$ cat src/rtl/bus_seq_pkg.sv
package bus_seq_pkg;
  typedef enum logic [2:0] {
    SL_IDLE     = 3'd0,
    SL_CODE_INT = 3'd1,
    SL_CODE_EXT = 3'd2,
    SL_DATA_A   = 3'd3,
    SL_DATA_B   = 3'd4
  } slot_e;

  localparam logic [2:0] REQ_NONE  = 3'd0;
  localparam logic [2:0] REQ_FETCH = 3'd1;
  localparam logic [2:0] REQ_TABLE = 3'd2;
  localparam logic [2:0] REQ_RD    = 3'd3;
  localparam logic [2:0] REQ_WR    = 3'd4;
endpackage

$ cat src/rtl/bus_seq_phase.sv
module bus_seq_phase #(
  parameter int SLOT_CLKS = 6,
  localparam int PH_W = $clog2(SLOT_CLKS)
) (
  input  logic            clk_i,
  input  logic            rst_ni,
  output logic [PH_W-1:0] ph_o,
  output logic            slot_end_o
);
  localparam logic [PH_W-1:0] LAST = PH_W'(SLOT_CLKS - 1);

  logic [PH_W-1:0] ph_q;

  always_ff @(posedge clk_i or negedge rst_ni) begin
    if (!rst_ni)          ph_q <= '0;
    else if (ph_q == LAST) ph_q <= '0;
    else                  ph_q <= ph_q + 1'b1;
  end

  assign ph_o       = ph_q;
  assign slot_end_o = (ph_q == LAST);

  p_phase_range_r1: assert property (@(posedge clk_i) disable iff (!rst_ni)
    ph_q <= LAST);
  p_phase_wrap_r1: assert property (@(posedge clk_i) disable iff (!rst_ni)
    slot_end_o |=> (ph_q == '0));
endmodule

$ cat src/rtl/bus_seq_slot.sv
module bus_seq_slot
  import bus_seq_pkg::*;
#(
  parameter int AW = 16,
  parameter int DW = 8,
  parameter int INT_CODE_BYTES = 32768
) (
  input  logic          clk_i,
  input  logic          rst_ni,
  input  logic          slot_end_i,
  input  logic          ea_ni,
  input  logic [2:0]    req_i,
  input  logic [AW-1:0] pc_i,
  input  logic [AW-1:0] dptr_i,
  input  logic [DW-1:0] wdata_i,
  output slot_e         kind_o,
  output logic          wr_o,
  output logic [AW-1:0] addr_o,
  output logic [DW-1:0] wd_o,
  output logic          req_take_o
);
  slot_e         kind_q;
  logic          wr_q;
  logic [AW-1:0] addr_q;
  logic [DW-1:0] wd_q;

  function automatic logic code_ext(input logic ea_n, input logic [AW-1:0] a);
    return !ea_n || (32'(a) >= 32'(INT_CODE_BYTES));
  endfunction

  always_ff @(posedge clk_i or negedge rst_ni) begin
    if (!rst_ni) begin
      kind_q <= SL_IDLE;
      wr_q   <= 1'b0;
      addr_q <= '0;
      wd_q   <= '0;
    end else if (slot_end_i) begin
      if (kind_q == SL_DATA_A) begin
        kind_q <= SL_DATA_B;
      end else begin
        unique case (req_i)
          REQ_FETCH: begin
            addr_q <= pc_i;
            kind_q <= code_ext(ea_ni, pc_i) ? SL_CODE_EXT : SL_CODE_INT;
          end
          REQ_TABLE: begin
            addr_q <= dptr_i;
            kind_q <= code_ext(ea_ni, dptr_i) ? SL_CODE_EXT : SL_CODE_INT;
          end
          REQ_RD, REQ_WR: begin
            addr_q <= dptr_i;
            kind_q <= SL_DATA_A;
            wr_q   <= (req_i == REQ_WR);
            wd_q   <= wdata_i;
          end
          default: kind_q <= SL_IDLE;
        endcase
      end
    end
  end

  assign kind_o     = kind_q;
  assign wr_o       = wr_q;
  assign addr_o     = addr_q;
  assign wd_o       = wd_q;
  assign req_take_o = slot_end_i && (kind_q != SL_DATA_A);

  p_data_pair_r4: assert property (@(posedge clk_i) disable iff (!rst_ni)
    (slot_end_i && kind_q == SL_DATA_A) |=> (kind_q == SL_DATA_B));
  p_hold_mid_slot_r2: assert property (@(posedge clk_i) disable iff (!rst_ni)
    !slot_end_i |=> $stable(kind_q) && $stable(addr_q));
endmodule

$ cat src/rtl/bus_seq_pins.sv
module bus_seq_pins
  import bus_seq_pkg::*;
#(
  parameter int AW = 16,
  parameter int DW = 8,
  parameter int ALE_CLKS = 2,
  parameter int ADDR_HOLD = 1,
  parameter int PH_W = 3
) (
  input  logic            clk_i,
  input  logic            rst_ni,
  input  logic [PH_W-1:0] ph_i,
  input  logic            slot_end_i,
  input  slot_e           kind_i,
  input  logic            wr_i,
  input  logic [AW-1:0]   addr_i,
  input  logic [DW-1:0]   wd_i,
  input  logic [DW-1:0]   p0_i,
  output logic [DW-1:0]   p0_o,
  output logic            p0_oe_o,
  output logic [AW-DW-1:0] p2_o,
  output logic            ale_o,
  output logic            psen_no,
  output logic            rd_no,
  output logic            wr_no,
  output logic [DW-1:0]   rdata_o,
  output logic            rvalid_o
);
  localparam logic [PH_W-1:0] ALE_END = PH_W'(ALE_CLKS);
  localparam logic [PH_W-1:0] STB_BEG = PH_W'(ALE_CLKS + ADDR_HOLD);

  logic          adr_win, ext, xfer, cap;
  logic [DW-1:0] rdata_q;
  logic          rvalid_q;

  assign adr_win = ph_i < STB_BEG;
  assign ext     = (kind_i == SL_CODE_EXT) || (kind_i == SL_DATA_A) || (kind_i == SL_DATA_B);
  // strobe window: tail of first data slot plus whole second slot
  assign xfer    = ((kind_i == SL_DATA_A) && !adr_win) || (kind_i == SL_DATA_B);

  assign ale_o   = (kind_i != SL_DATA_B) && (ph_i < ALE_END);
  assign psen_no = !((kind_i == SL_CODE_EXT) && !adr_win);
  assign rd_no   = !(xfer && !wr_i);
  assign wr_no   = !(xfer && wr_i);
  assign p2_o    = ext ? addr_i[AW-1:DW] : '1;

  always_comb begin
    p0_o    = '0;
    p0_oe_o = 1'b0;
    if (((kind_i == SL_CODE_EXT) || (kind_i == SL_DATA_A)) && adr_win) begin
      p0_o    = addr_i[DW-1:0];
      p0_oe_o = 1'b1;
    end else if (xfer && wr_i) begin
      p0_o    = wd_i;
      p0_oe_o = 1'b1;
    end
  end

  assign cap = slot_end_i && ((kind_i == SL_CODE_EXT) || ((kind_i == SL_DATA_B) && !wr_i));

  always_ff @(posedge clk_i or negedge rst_ni) begin
    if (!rst_ni) begin
      rdata_q  <= '0;
      rvalid_q <= 1'b0;
    end else begin
      rvalid_q <= cap;
      if (cap) rdata_q <= p0_i;
    end
  end

  assign rdata_o  = rdata_q;
  assign rvalid_o = rvalid_q;

  p_strobe_excl_r9: assert property (@(posedge clk_i) disable iff (!rst_ni)
    $onehot0({~psen_no, ~rd_no, ~wr_no}));
  p_addr_on_ale_r3: assert property (@(posedge clk_i) disable iff (!rst_ni)
    (ale_o && ext) |-> p0_oe_o);
  p_no_ale_xfer_r4: assert property (@(posedge clk_i) disable iff (!rst_ni)
    (kind_i == SL_DATA_B) |-> !ale_o);
  p_rd_release_r7: assert property (@(posedge clk_i) disable iff (!rst_ni)
    !rd_no |-> !p0_oe_o);
  p_wr_drive_r8: assert property (@(posedge clk_i) disable iff (!rst_ni)
    !wr_no |-> p0_oe_o);
  p_psen_after_fall_r5: assert property (@(posedge clk_i) disable iff (!rst_ni)
    !psen_no |-> (!ale_o && !p0_oe_o));
endmodule

$ cat src/rtl/ext_bus_seq.sv
module ext_bus_seq
  import bus_seq_pkg::*;
#(
  parameter int AW = 16,
  parameter int DW = 8,
  parameter int SLOT_CLKS = 6,
  parameter int ALE_CLKS = 2,
  parameter int ADDR_HOLD = 1,
  parameter int INT_CODE_BYTES = 32768
) (
  input  logic          clk_i,
  input  logic          rst_ni,
  input  logic          ea_ni,
  input  logic [2:0]    req_i,
  input  logic [15:0]   pc_i,
  input  logic [15:0]   dptr_i,
  input  logic [7:0]    wdata_i,
  input  logic [7:0]    p0_i,
  output logic          req_take_o,
  output logic [7:0]    p0_o,
  output logic          p0_oe_o,
  output logic [7:0]    p2_o,
  output logic          ale_o,
  output logic          psen_no,
  output logic          rd_no,
  output logic          wr_no,
  output logic          ctrl_oe_o,
  output logic [7:0]    rdata_o,
  output logic          rvalid_o
);
  localparam int PH_W = $clog2(SLOT_CLKS);

  logic [PH_W-1:0] ph;
  logic            slot_end, wr;
  slot_e           kind;
  logic [AW-1:0]   addr;
  logic [DW-1:0]   wd;
  logic            ctrl_oe_q;

  bus_seq_phase #(.SLOT_CLKS(SLOT_CLKS)) u_phase (
    .clk_i(clk_i), .rst_ni(rst_ni), .ph_o(ph), .slot_end_o(slot_end)
  );

  bus_seq_slot #(.AW(AW), .DW(DW), .INT_CODE_BYTES(INT_CODE_BYTES)) u_slot (
    .clk_i(clk_i), .rst_ni(rst_ni), .slot_end_i(slot_end), .ea_ni(ea_ni),
    .req_i(req_i), .pc_i(pc_i), .dptr_i(dptr_i), .wdata_i(wdata_i),
    .kind_o(kind), .wr_o(wr), .addr_o(addr), .wd_o(wd), .req_take_o(req_take_o)
  );

  bus_seq_pins #(.AW(AW), .DW(DW), .ALE_CLKS(ALE_CLKS), .ADDR_HOLD(ADDR_HOLD),
                 .PH_W(PH_W)) u_pins (
    .clk_i(clk_i), .rst_ni(rst_ni), .ph_i(ph), .slot_end_i(slot_end),
    .kind_i(kind), .wr_i(wr), .addr_i(addr), .wd_i(wd), .p0_i(p0_i),
    .p0_o(p0_o), .p0_oe_o(p0_oe_o), .p2_o(p2_o), .ale_o(ale_o),
    .psen_no(psen_no), .rd_no(rd_no), .wr_no(wr_no),
    .rdata_o(rdata_o), .rvalid_o(rvalid_o)
  );

  // strobe pads stay released to pull-ups until reset is gone
  always_ff @(posedge clk_i or negedge rst_ni) begin
    if (!rst_ni) ctrl_oe_q <= 1'b0;
    else         ctrl_oe_q <= 1'b1;
  end
  assign ctrl_oe_o = ctrl_oe_q;

  p_pads_live_r10: assert property (@(posedge clk_i) disable iff (!rst_ni)
    1'b1 |=> ctrl_oe_o);
endmodule

$ cat config.mk
export PLATFORM = sky130hd
export DESIGN_NAME = ext_bus_seq
export DESIGN_NICKNAME = d
export VERILOG_FILES = /design/src/rtl/bus_seq_pkg.sv /design/src/rtl/bus_seq_phase.sv /design/src/rtl/bus_seq_slot.sv /design/src/rtl/bus_seq_pins.sv /design/src/rtl/ext_bus_seq.sv
export SDC_FILE = /design/constraint.sdc
export NUM_CORES = 1
export LEC_CHECK = 0
export BUFFER_PORTS_ARGS = -buffer_cell sky130_fd_sc_hd__buf_2
export CORE_MARGIN = 5
export CORE_UTILIZATION = 30
export DETAILED_ROUTE_END_ITERATION = 10
export HOLD_SLACK_MARGIN = 0.05
export PLACE_DENSITY_LB_ADDON = 0.3
export SKIP_CTS_REPAIR_TIMING = 1
export SLEW_MARGIN = 40
export SYNTH_ARGS = -nofsm -noshare
export SYNTH_HDL_FRONTEND = slang
export SYNTH_HIERARCHICAL = 1
export SYNTH_SLANG_ARGS = --single-unit
$ cat constraint.sdc
create_clock -name clk_i -period 4.2 [get_ports clk_i]
set_input_delay 0.63 -clock clk_i [delete_from_list [all_inputs] [get_ports clk_i]]
set_output_delay 0.63 -clock clk_i [all_outputs]
set_load 0.05 [all_outputs]
==> run metrics, run 1 <==
Max Slew Vio Count=0; compound-gate portion of the synthesized area=10.2%; fin crit share=66.0%; hold slack=between 0.3 and 0.4 ns; initial antenna violation count=0; Setup WS pre-CTS=roughly 1.8 ns; placed cell count=around 340; first-pass GRT wire length=around 8200 um; Clock Path Buffers=2; Final setup viols=0; yosys warns=6; final WL=~5200 um; max_cap viols=0; Tightest Pin Transition=about 0.79 ns; CP Capture Type=output port; sequential fraction of the synthesis area=~46%; Final #Nets=between 300 and 400; Worst-path clk slew=approximately 0.08 ns; Initial Util=roughly 31%; CP required=about 3.6 ns; largest family of logic cells by synthesized area=multiplexers; core area=approximately 7300 sq um; status=complete, no violations; Post-DRT Antenna Nets=0; Synth Area in Adders=0%; post-DP HPWL=approximately 3700 um; Crit Path Max Fanout=9; Die H=roughly 96 um; commonest non-fill, non-tap cell in the layout=buf_2; share of cells above drive strength 1=between 60 and 70%; Rows=31; die area=9250 sq um; Mean Syn Cell Area=13.5 sq um; CTS root buf=clkbuf_8; Slew HR=a little under half; clk sinks=41; routability cong.=between 0.6 and 0.7; post-synthesis cell type count=between 40 and 50; critical path type=reg -> out; number of global-route vias before repair=between 1,500 and 2,000; final hold violation count=0; Area Growth Syn to Fin=28.2%; I/O pin cnt=86; Layout Skew=roughly 0.0038 ns; xor and xnor area share after synthesis=0%; post-synthesis mux area share=between 20% and 30%; R2R Path End=u_slot/addr_o[7]; DRC errors left=0; fmax=roughly 0.36 GHz; Detailed Route Iter0 Violations=55; launch point of the worst reg-to-reg path=u_phase/ph_o[1]; Final WS setup=1.43 ns; GRT Total Usage=between 10% and 20%; latest clock arrival within the worst-skew pair=roughly 0.29 ns; Post-Synth Simple-Gate Area=between 10% and 20%; DR vias/cell=~4.5; port bufs=85; post-synthesis cell area=about 2200 sq um; DRT Pass-1 Iters=4; Die X=approximately 96 um; worst-case reg-to-reg path depth=6; non-filler instance count after layout=between 300 and 400; VDD IR max=between 0.15 and 0.2 mV; Overflow after GRT=0; via count=~1,600; H-tree Lvls=2; R2R setup slack=between 2 and 2.5 ns; Synth Instances=roughly 170; setup tns final=0 ns; commonest cells after routing, fill and taps aside=84 x buf_2, 41 x dfrtp_1, 30 x mux2_2; minimum clock period=about 2.8 ns; Crit path arrival time=about 2.1 ns; min-delay worst type=in -> async; Post-Syn Nets=219; CTS Buf Count=5; CTS tree=yes; DR WL/cell=~15 um; PwrDens=roughly 440 nW/um^2; cell leakage power=approximately 1.4 nW; Startpoint Class=flop; FF+latch count, synth=41; unrepaired setup endpoints after global routing=no; pin count of the biggest net entering global routing=42; n_diodes=0
cell families after synthesis:
kind of cell / count (synthesis)
mux: 50
flops: 41
simple gates: 32
compound gates: 26
buf+inv: 15
other cells: 1
metal layers:
layer / GRT usage (%) / part of all wire, % / vias up
met4: 3.91 / 1.1 / 0
met5: 0 / 0 / -
met1: 13.8 / 42 / 766
met2: 20.2 / 49 / 54
met3: 3.67 / 8.1 / 7
li1: - / - / 770
metrics by stage:
stage               util [%]  power [mW]  cell area (sq um)
CTS                     39.2        1.28               2850
global placement        37.4       0.884               2710
floorplan                  -       0.793               2230
detailed placement      37.4       0.890               2710
global route            39.4        1.33               2860
finish                  39.4        1.26               2860
critical path: stages (launching register included):
cell and delay (ns):
dfrtp_1 0.43, a21o_1 0.24, nor3b_2 0.68, a22o_1 0.24, buf_2 0.26
worst max-delay path by stage:
stage	startpoint	endpoint	slack (ns)	cells past startpoint
after floorplan	u_slot/kind_o[2]	ale_o	1.91	2
after global placement	u_phase/ph_o[0]	p0_o[5]	1.78	4
after detailed placement	req_i[0]	u_slot/addr_o[12]	1.76	5
after CTS	u_slot/kind_o[1]	p0_o[5]	1.44	4
after global routing	u_phase/ph_o[0]	p0_o[0]	1.28	4
final	u_phase/ph_o[0]	p0_o[1]	1.43	4
state kept, by name, indices dropped and copies added (netlist names):
signal	count
u_pins/rdata_o	8
ctrl_oe_o	1
u_phase/ph_o	3
u_slot/kind_o	3
u_slot/wd_o	8
u_slot/addr_o	16
u_slot/wr_o	1
u_pins/rvalid_o	1
area by class of cell:
class	instances	area, sq um
Inverter	9	33.8
Fill cell	737	4400
Sequential cell	41	1030
Timing Repair Buffer	86	439
Clock inverter	3	65.1
Tap cell	99	124
Clock buffer	5	68.8
Multi-Input combinational cell	109	1100
cell usage after synthesis:
| cell | n | area [sq um] |
|---|---|---|
| dfrtp_1 | 41 | 1030 |
| nor2b_4 | 1 | 13.8 |
| nor2_1 | 3 | 11.3 |
| o21ai_2 | 1 | 8.76 |
| nor2b_1 | 1 | 6.26 |
| a221oi_1 | 1 | 8.76 |
| a32o_1 | 2 | 20.0 |
| o21ai_0 | 2 | 10.0 |
| nand2_1 | 2 | 7.51 |
| or3_1 | 1 | 6.26 |
| nand3b_1 | 1 | 7.51 |
| buf_4 | 1 | 7.51 |
| o21ai_4 | 1 | 16.3 |
| mux2_2 | 30 | 338 |
| nand2b_4 | 1 | 13.8 |
| inv_1 | 9 | 33.8 |
| o211ai_1 | 1 | 7.51 |
| a22o_4 | 1 | 17.5 |
| nor3_1 | 1 | 5.00 |
| and2_1 | 1 | 6.26 |
| o21ai_1 | 2 | 10.0 |
| buf_6 | 4 | 45.0 |
| nor3b_1 | 2 | 15.0 |
| a21o_1 | 1 | 7.51 |
| and3_1 | 1 | 6.26 |
| a21oi_1 | 1 | 5.00 |
| a31oi_1 | 4 | 25.0 |
| mux2i_4 | 1 | 22.5 |
| mux2i_1 | 1 | 10.0 |
| or2_1 | 1 | 6.26 |
| nand2b_1 | 2 | 12.5 |
| nand3_2 | 1 | 10.0 |
| mux2_4 | 18 | 270 |
| a22o_1 | 7 | 61.3 |
| buf_8 | 1 | 15.0 |
| o2bb2ai_1 | 1 | 8.76 |
| conb_1 | 1 | 3.75 |
| nor3b_2 | 3 | 37.5 |
| a31oi_4 | 1 | 21.3 |
| or2_2 | 9 | 56.3 |
| and2b_1 | 1 | 7.51 |
power breakdown:
group / internal [mW] / total [mW] / switching (mW)
registers: 0.465 / 0.503 / 0.0383
clock network: 0.236 / 0.382 / 0.145
logic: 0.148 / 0.375 / 0.227
total: 0.849 / 1.26 / 0.411
(Power assumes the default switching activity.)
==> inputs of run 2 (changes only) <==
==> constraint.sdc (replaced) <==
create_clock -name clk_i -period 2.4 [get_ports clk_i]
set_input_delay 0.36 -clock clk_i [delete_from_list [all_inputs] [get_ports clk_i]]
set_output_delay 0.36 -clock clk_i [all_outputs]
set_load 0.05 [all_outputs]
==> run 2 against run 1 <==
  * Core utilization rose by 0.81 points
  * Sequential power grew 76%
  * Largest power group unchanged
  * Clock power grew 73%
  * Count of clock-buffer cells in the layout unchanged
  * Cell count is 1.1% higher
  * Largest cell class unchanged
==> run metrics, run 2 (synthesis gave the netlist of run 1 again) <==
clk sinks=41 (unchanged); placed cell count=347 (was 343); die area=9250 sq um (unchanged); GRT Total Usage=11.1% (was 11.8%); min-delay worst type=in -> async (unchanged); post-DP HPWL=3730 um (was 3680 um); Slew HR=64.5% (was 47.1%); Initial Util=30.7% (unchanged); Detailed Route Iter0 Violations=23 (was 55); H-tree Lvls=2 (unchanged); fin crit share=between 90% and 100%; DRT Pass-1 Iters=4 (unchanged); critical path type=reg -> out (unchanged); max FFs per register=16 (unchanged); Tightest Pin Transition=0.533 ns (was 0.789 ns); Die H=96.2 um (unchanged); unrepaired setup endpoints after global routing=no (unchanged); PwrDens=755 nW/um^2 (was 441 nW/um^2); Seq pwr share=40.1% (was 39.9%); Max Slew Vio Count=0 (unchanged); DR vias/cell=4.50 (was 4.54); VDD IR max=0.247 mV (was 0.154 mV); CP Capture Type=output port (unchanged); CTS tree=yes (unchanged); Area Growth Syn to Fin=30.9% (was 28.2%); CTS Buf Count=5 (unchanged); Crit path arrival time=1.89 ns (was 2.14 ns); final hold violation count=0 (unchanged); Final #Nets=310 (was 306); initial antenna violation count=0 (unchanged); cell leakage power=1.43 nW (was 1.40 nW); DRC errors left=0 (unchanged); n_diodes=0 (unchanged); latest clock arrival within the worst-skew pair=0.29 ns (about the same); commonest non-fill, non-tap cell in the layout=buf_2 (unchanged); final core area utilization=40.2% (was 39.4%); final WL=4990 um (was 5160 um); Clock Path Buffers=2 (unchanged); Layout Skew=0.00755 ns (was 0.00379 ns); Clk network pwr share=29.9% (was 30.3%); CP required=2.04 ns (was 3.57 ns); P_int=1.49 mW (was 0.849 mW); commonest cells after routing, fill and taps aside=84 x buf_2, 41 x dfrtp_1, 30 x mux2_2 (unchanged); Worst-path clk slew=0.09 ns (was 0.08 ns); Comb power frac=30.0% (was 29.8%); via count=1,603 (was 1,597); DR WL/cell=14.0 um (was 14.7 um); first-pass GRT wire length=7960 um (was 8200 um); switching share of power=32.3% (was 32.6%); Overflow after GRT=0 (unchanged); CTS root buf=clkbuf_8 (unchanged); Final setup viols=0 (unchanged); I/O pin cnt=86 (unchanged); Die X=96.2 um (unchanged); routability cong.=0.731 (was 0.693); Crit Path Max Fanout=10 (was 9); number of global-route vias before repair=1,685 (was 1,725); switching pwr=0.711 mW (was 0.411 mW); status=complete, no violations (unchanged); core area=7250 sq um (unchanged); Post-DRT Antenna Nets=0 (unchanged); Rows=31 (unchanged); minimum clock period=2.25 ns; max_cap viols=0 (unchanged); fmax=about 0.44 GHz; Startpoint Class=flop (unchanged); pin count of the biggest net entering global routing=42 (unchanged); port bufs=85 (unchanged); share of cells above drive strength 1=65.0% (was 64.0%); non-filler instance count after layout=356 (was 352)
-- run 2: metal layers --
layer / share of wire (%) / routed length [um] / GRT usage [%]
met1: 41 / 2050 / 13.7
met2: 50 / 2520 / 18.8
met3: 7.8 / 391 / 3.05
met4: 0.66 / 33 / 2.84
met5: 0 / 0 / 0
-- run 2: power by group through the flow --
stage | Clock, mW | Sequential (mW) | Combinational (mW)
2_1_floorplan | 0 | 1.03 | 0.361
3_3_place_gp | 0 | 0.894 | 0.663
3_5_place_dp | 0 | 0.898 | 0.667
4_1_cts | 0.687 | 0.883 | 0.670
5_1_grt | 0.712 | 0.900 | 0.708
6_report | 0.659 | 0.883 | 0.662
-- run 2: final cells by class --
type	instances	area [sq um]
clock inverter	3	65.1
inverter	9	33.8
tap	99	124
sequential	41	1030
timing repair buffer	90	490
multi-input combinational	109	1110
clock buffer	5	68.8
fill	723	4340
-- run 2: worst paths after layout --
path                                         from                end  slack, ns  depth (start not counted)
worst max-delay path              u_phase/ph_o[0]            p0_o[1]       0.15                          5
worst min-delay path                       rst_ni  u_slot/addr_o[13]       0.04                          1
worst max register to register    u_phase/ph_o[1]  u_slot/addr_o[11]       0.62                          7
worst min register to register  u_slot/addr_o[14]  u_slot/addr_o[14]       0.50                          1
max in group asynchronous                  rst_ni   u_slot/addr_o[6]       1.98                          1
min in group clk_i                     wdata_i[1]     u_slot/wd_o[1]       0.30                          2
-- run 2: critical path: stages (launching register included) --
cell     delay (ns)
dfrtp_1        0.43
a21o_1         0.26
a32o_2         0.31
buf_12         0.14
a22o_1         0.23
buf_2          0.21
-- run 2: per-stage QoR --
stage | cell area, sq um | setup WS, ns | power (mW) | TNS [ns] | hold slack (ns)
final | 2920 | 0.148 | 2.20 | 0 | 0.0405
after detailed placement | 2760 | 0.260 | 1.56 | 0 | 0.393
after global routing | 2920 | 0.0161 | 2.32 | 0 | 0.0994
after floorplan | 2230 | 0.379 | 1.39 | 0 | 0.0644
after CTS | 2890 | -0.0924 | 2.24 | -0.651 | 0.0694
after global placement | 2750 | 0.337 | 1.56 | 0 | 0.481
==> inputs of run 3 (changes only) <==
--- a/config.mk
+++ b/config.mk
@@ -9,6 +9,7 @@
 export CORE_MARGIN = 5
 export CORE_UTILIZATION = 30
 export DETAILED_ROUTE_END_ITERATION = 10
+export GPL_TIMING_DRIVEN = 0
 export HOLD_SLACK_MARGIN = 0.05
 export PLACE_DENSITY_LB_ADDON = 0.3
 export SKIP_CTS_REPAIR_TIMING = 1
==> constraint.sdc (replaced) <==
create_clock -name clk_i -period 2.4 [get_ports clk_i]
set_input_delay 0.36 -clock clk_i [delete_from_list [all_inputs] [get_ports clk_i]]
set_output_delay 0.36 -clock clk_i [all_outputs]
set_load 0.02 [all_outputs]
==> run 3 against run 2 <==
  * Sequential cell count stayed put
  * Non-clock buffer count is 2 lower
  * First-iteration DRC count is 100% higher
  * Count of clock-buffer cells in the layout is 2 higher
  * Clock skew is 0.0011 ns lower
==> run metrics, run 3 (synthesis gave the netlist of run 1 again) <==
clk sinks=41 (unchanged); post-DP HPWL=3750 um (was 3730 um); placed cell areas=2770 sq um (was 2760 sq um); Crit Path Max Fanout=9 (was 10); overall power=1.87 mW (was 2.20 mW); Tightest Pin Transition=0.606 ns (was 0.533 ns); Post-DRT Antenna Nets=0 (unchanged); min-delay worst type=in -> async (unchanged); Initial Util=30.7% (unchanged); Final WS setup=0.185 ns (was 0.148 ns); Final setup viols=0 (unchanged); Reg area=1030 sq um (unchanged); Crit path arrival time=1.85 ns (was 1.89 ns); GRT Total Usage=11.2% (was 11.1%); Overflow after GRT=0 (unchanged); DR vias/cell=4.59 (was 4.50); CTS Buf Count=5 (unchanged); CTS root buf=clkbuf_8 (unchanged); final WL=5010 um (was 4990 um); die area=9250 sq um (unchanged); hold slack=0.0421 ns (was 0.0405 ns); status=complete, no violations (unchanged); multi-input logic area=1110 sq um (about the same); routability cong.=0.726 (was 0.731); worst-case reg-to-reg path depth=7 (unchanged); DRT Pass-1 Iters=4 (unchanged); unrepaired setup endpoints after global routing=no (unchanged); number of global-route vias before repair=1,719 (was 1,685); share of cells above drive strength 1=64.3% (was 65.0%); cell leakage power=1.40 nW (was 1.43 nW); fin crit share=92.3% (was 93.8%); n_diodes=0 (unchanged); non-filler instance count after layout=354 (was 356); commonest cells after routing, fill and taps aside=81 x buf_2, 41 x dfrtp_1, 30 x mux2_2 (was 84 x buf_2, 41 x dfrtp_1, 30 x mux2_2); Final #Nets=308 (was 310); Die X=96.2 um (unchanged); launch point of the worst reg-to-reg path=u_phase/ph_o[1] (unchanged); Worst-path clk slew=0.08 ns (was 0.09 ns); first-pass GRT wire length=7930 um (was 7960 um); Startpoint Class=flop (unchanged); CP Capture Type=output port (unchanged); Area Growth Syn to Fin=28.9% (was 30.9%); CTS tree=yes (unchanged); max_cap viols=0 (unchanged); Max Slew Vio Count=0 (unchanged); DRC errors left=0 (unchanged); VDD IR max=0.200 mV (was 0.247 mV); H-tree Lvls=2 (unchanged); core area=7250 sq um (unchanged); setup tns final=0 ns (unchanged); via count=1,626 (was 1,603); R2R Path End=u_slot/addr_o[3] (was u_slot/addr_o[11]); commonest non-fill, non-tap cell in the layout=buf_2 (unchanged); final hold violation count=0 (unchanged); Slew HR=59.6% (was 64.5%); port bufs=82 (was 85); Fill cells=732 (was 723); Rows=31 (unchanged); critical path type=reg -> out (unchanged); Detailed Route Iter0 Violations=47 (was 23); max FFs per register=16 (unchanged); Setup WS pre-CTS=0.328 ns (was 0.260 ns); CP required=2.04 ns (about the same); placed cell count=346 (was 347); R2R setup slack=0.44 ns (was 0.62 ns); Die H=96.2 um (unchanged); final core area utilization=39.6% (was 40.2%); initial antenna violation count=0 (unchanged); Layout Skew=0.00643 ns (was 0.00755 ns); I/O pin cnt=86 (unchanged); final instance area=2870 sq um (was 2920 sq um); PwrDens=649 nW/um^2 (was 755 nW/um^2); Clock Path Buffers=2 (unchanged); pin count of the biggest net entering global routing=42 (unchanged); fmax=0.451 GHz (was 0.444 GHz); latest clock arrival within the worst-skew pair=0.28 ns (was 0.29 ns); minimum clock period=2.21 ns (was 2.25 ns); DR WL/cell=14.1 um (was 14.0 um)
run 3: changes by cell type in the layout (fill, tap and decap cells not counted):
cell       before  now
a32o_1          1    2
a32o_2          1    0
buf_12          2    0
buf_2          84   81
buf_4           4    2
buf_6           0    4
buf_8           0    1
bufinv_16       2    0
clkbuf_8        5    7
run 3: metal layers:
metal  part of all wire (%)  wire length, um  GRT usage (%)  vias to the layer above
li1                       -                -              -                      775
met1                     43             2150           13.6                      793
met2                     50             2490           19.0                       54
met3                    6.5              328           3.05                        4
met4                   0.98               49           3.67                        0
met5                      0                0              0                        -
run 3: critical path, cell delays in order (launching register included):
cell	delay [ns]
dfrtp_1	0.43
a21o_1	0.27
nor3b_4	0.49
a22o_1	0.22
buf_2	0.16
run 3: area by class of cell:
type,count,share of cell area (%)
inverters,9,1.18
plain buffers,6,2.35
well taps,99,4.31
clock inverters,1,0.174
flip-flops and latches,41,35.7
clock buffers,7,3.35
repair buffers,82,14.4
multi-input cells,109,38.5
run 3: power breakdown:
group / switching, mW / internal (mW) / total, mW
registers: 0.0681 / 0.814 / 0.882
logic: 0.229 / 0.264 / 0.493
clock network: 0.231 / 0.260 / 0.491
total: 0.528 / 1.34 / 1.87
run 3: worst max-delay path by stage:
stage | start | endpoint | slack (ns) | cells past startpoint
3_5_place_dp | u_phase/ph_o[0] | p0_o[6] | 0.33 | 4
4_1_cts | u_phase/ph_o[0] | p0_o[6] | 0.01 | 4
3_3_place_gp | u_phase/ph_o[0] | p0_o[6] | 0.31 | 4
5_1_grt | u_phase/ph_o[0] | p0_o[6] | 0.07 | 4
6_report | u_phase/ph_o[0] | p0_o[1] | 0.19 | 4
2_1_floorplan | u_phase/ph_o[1] | u_slot/addr_o[0] | 0.59 | 7
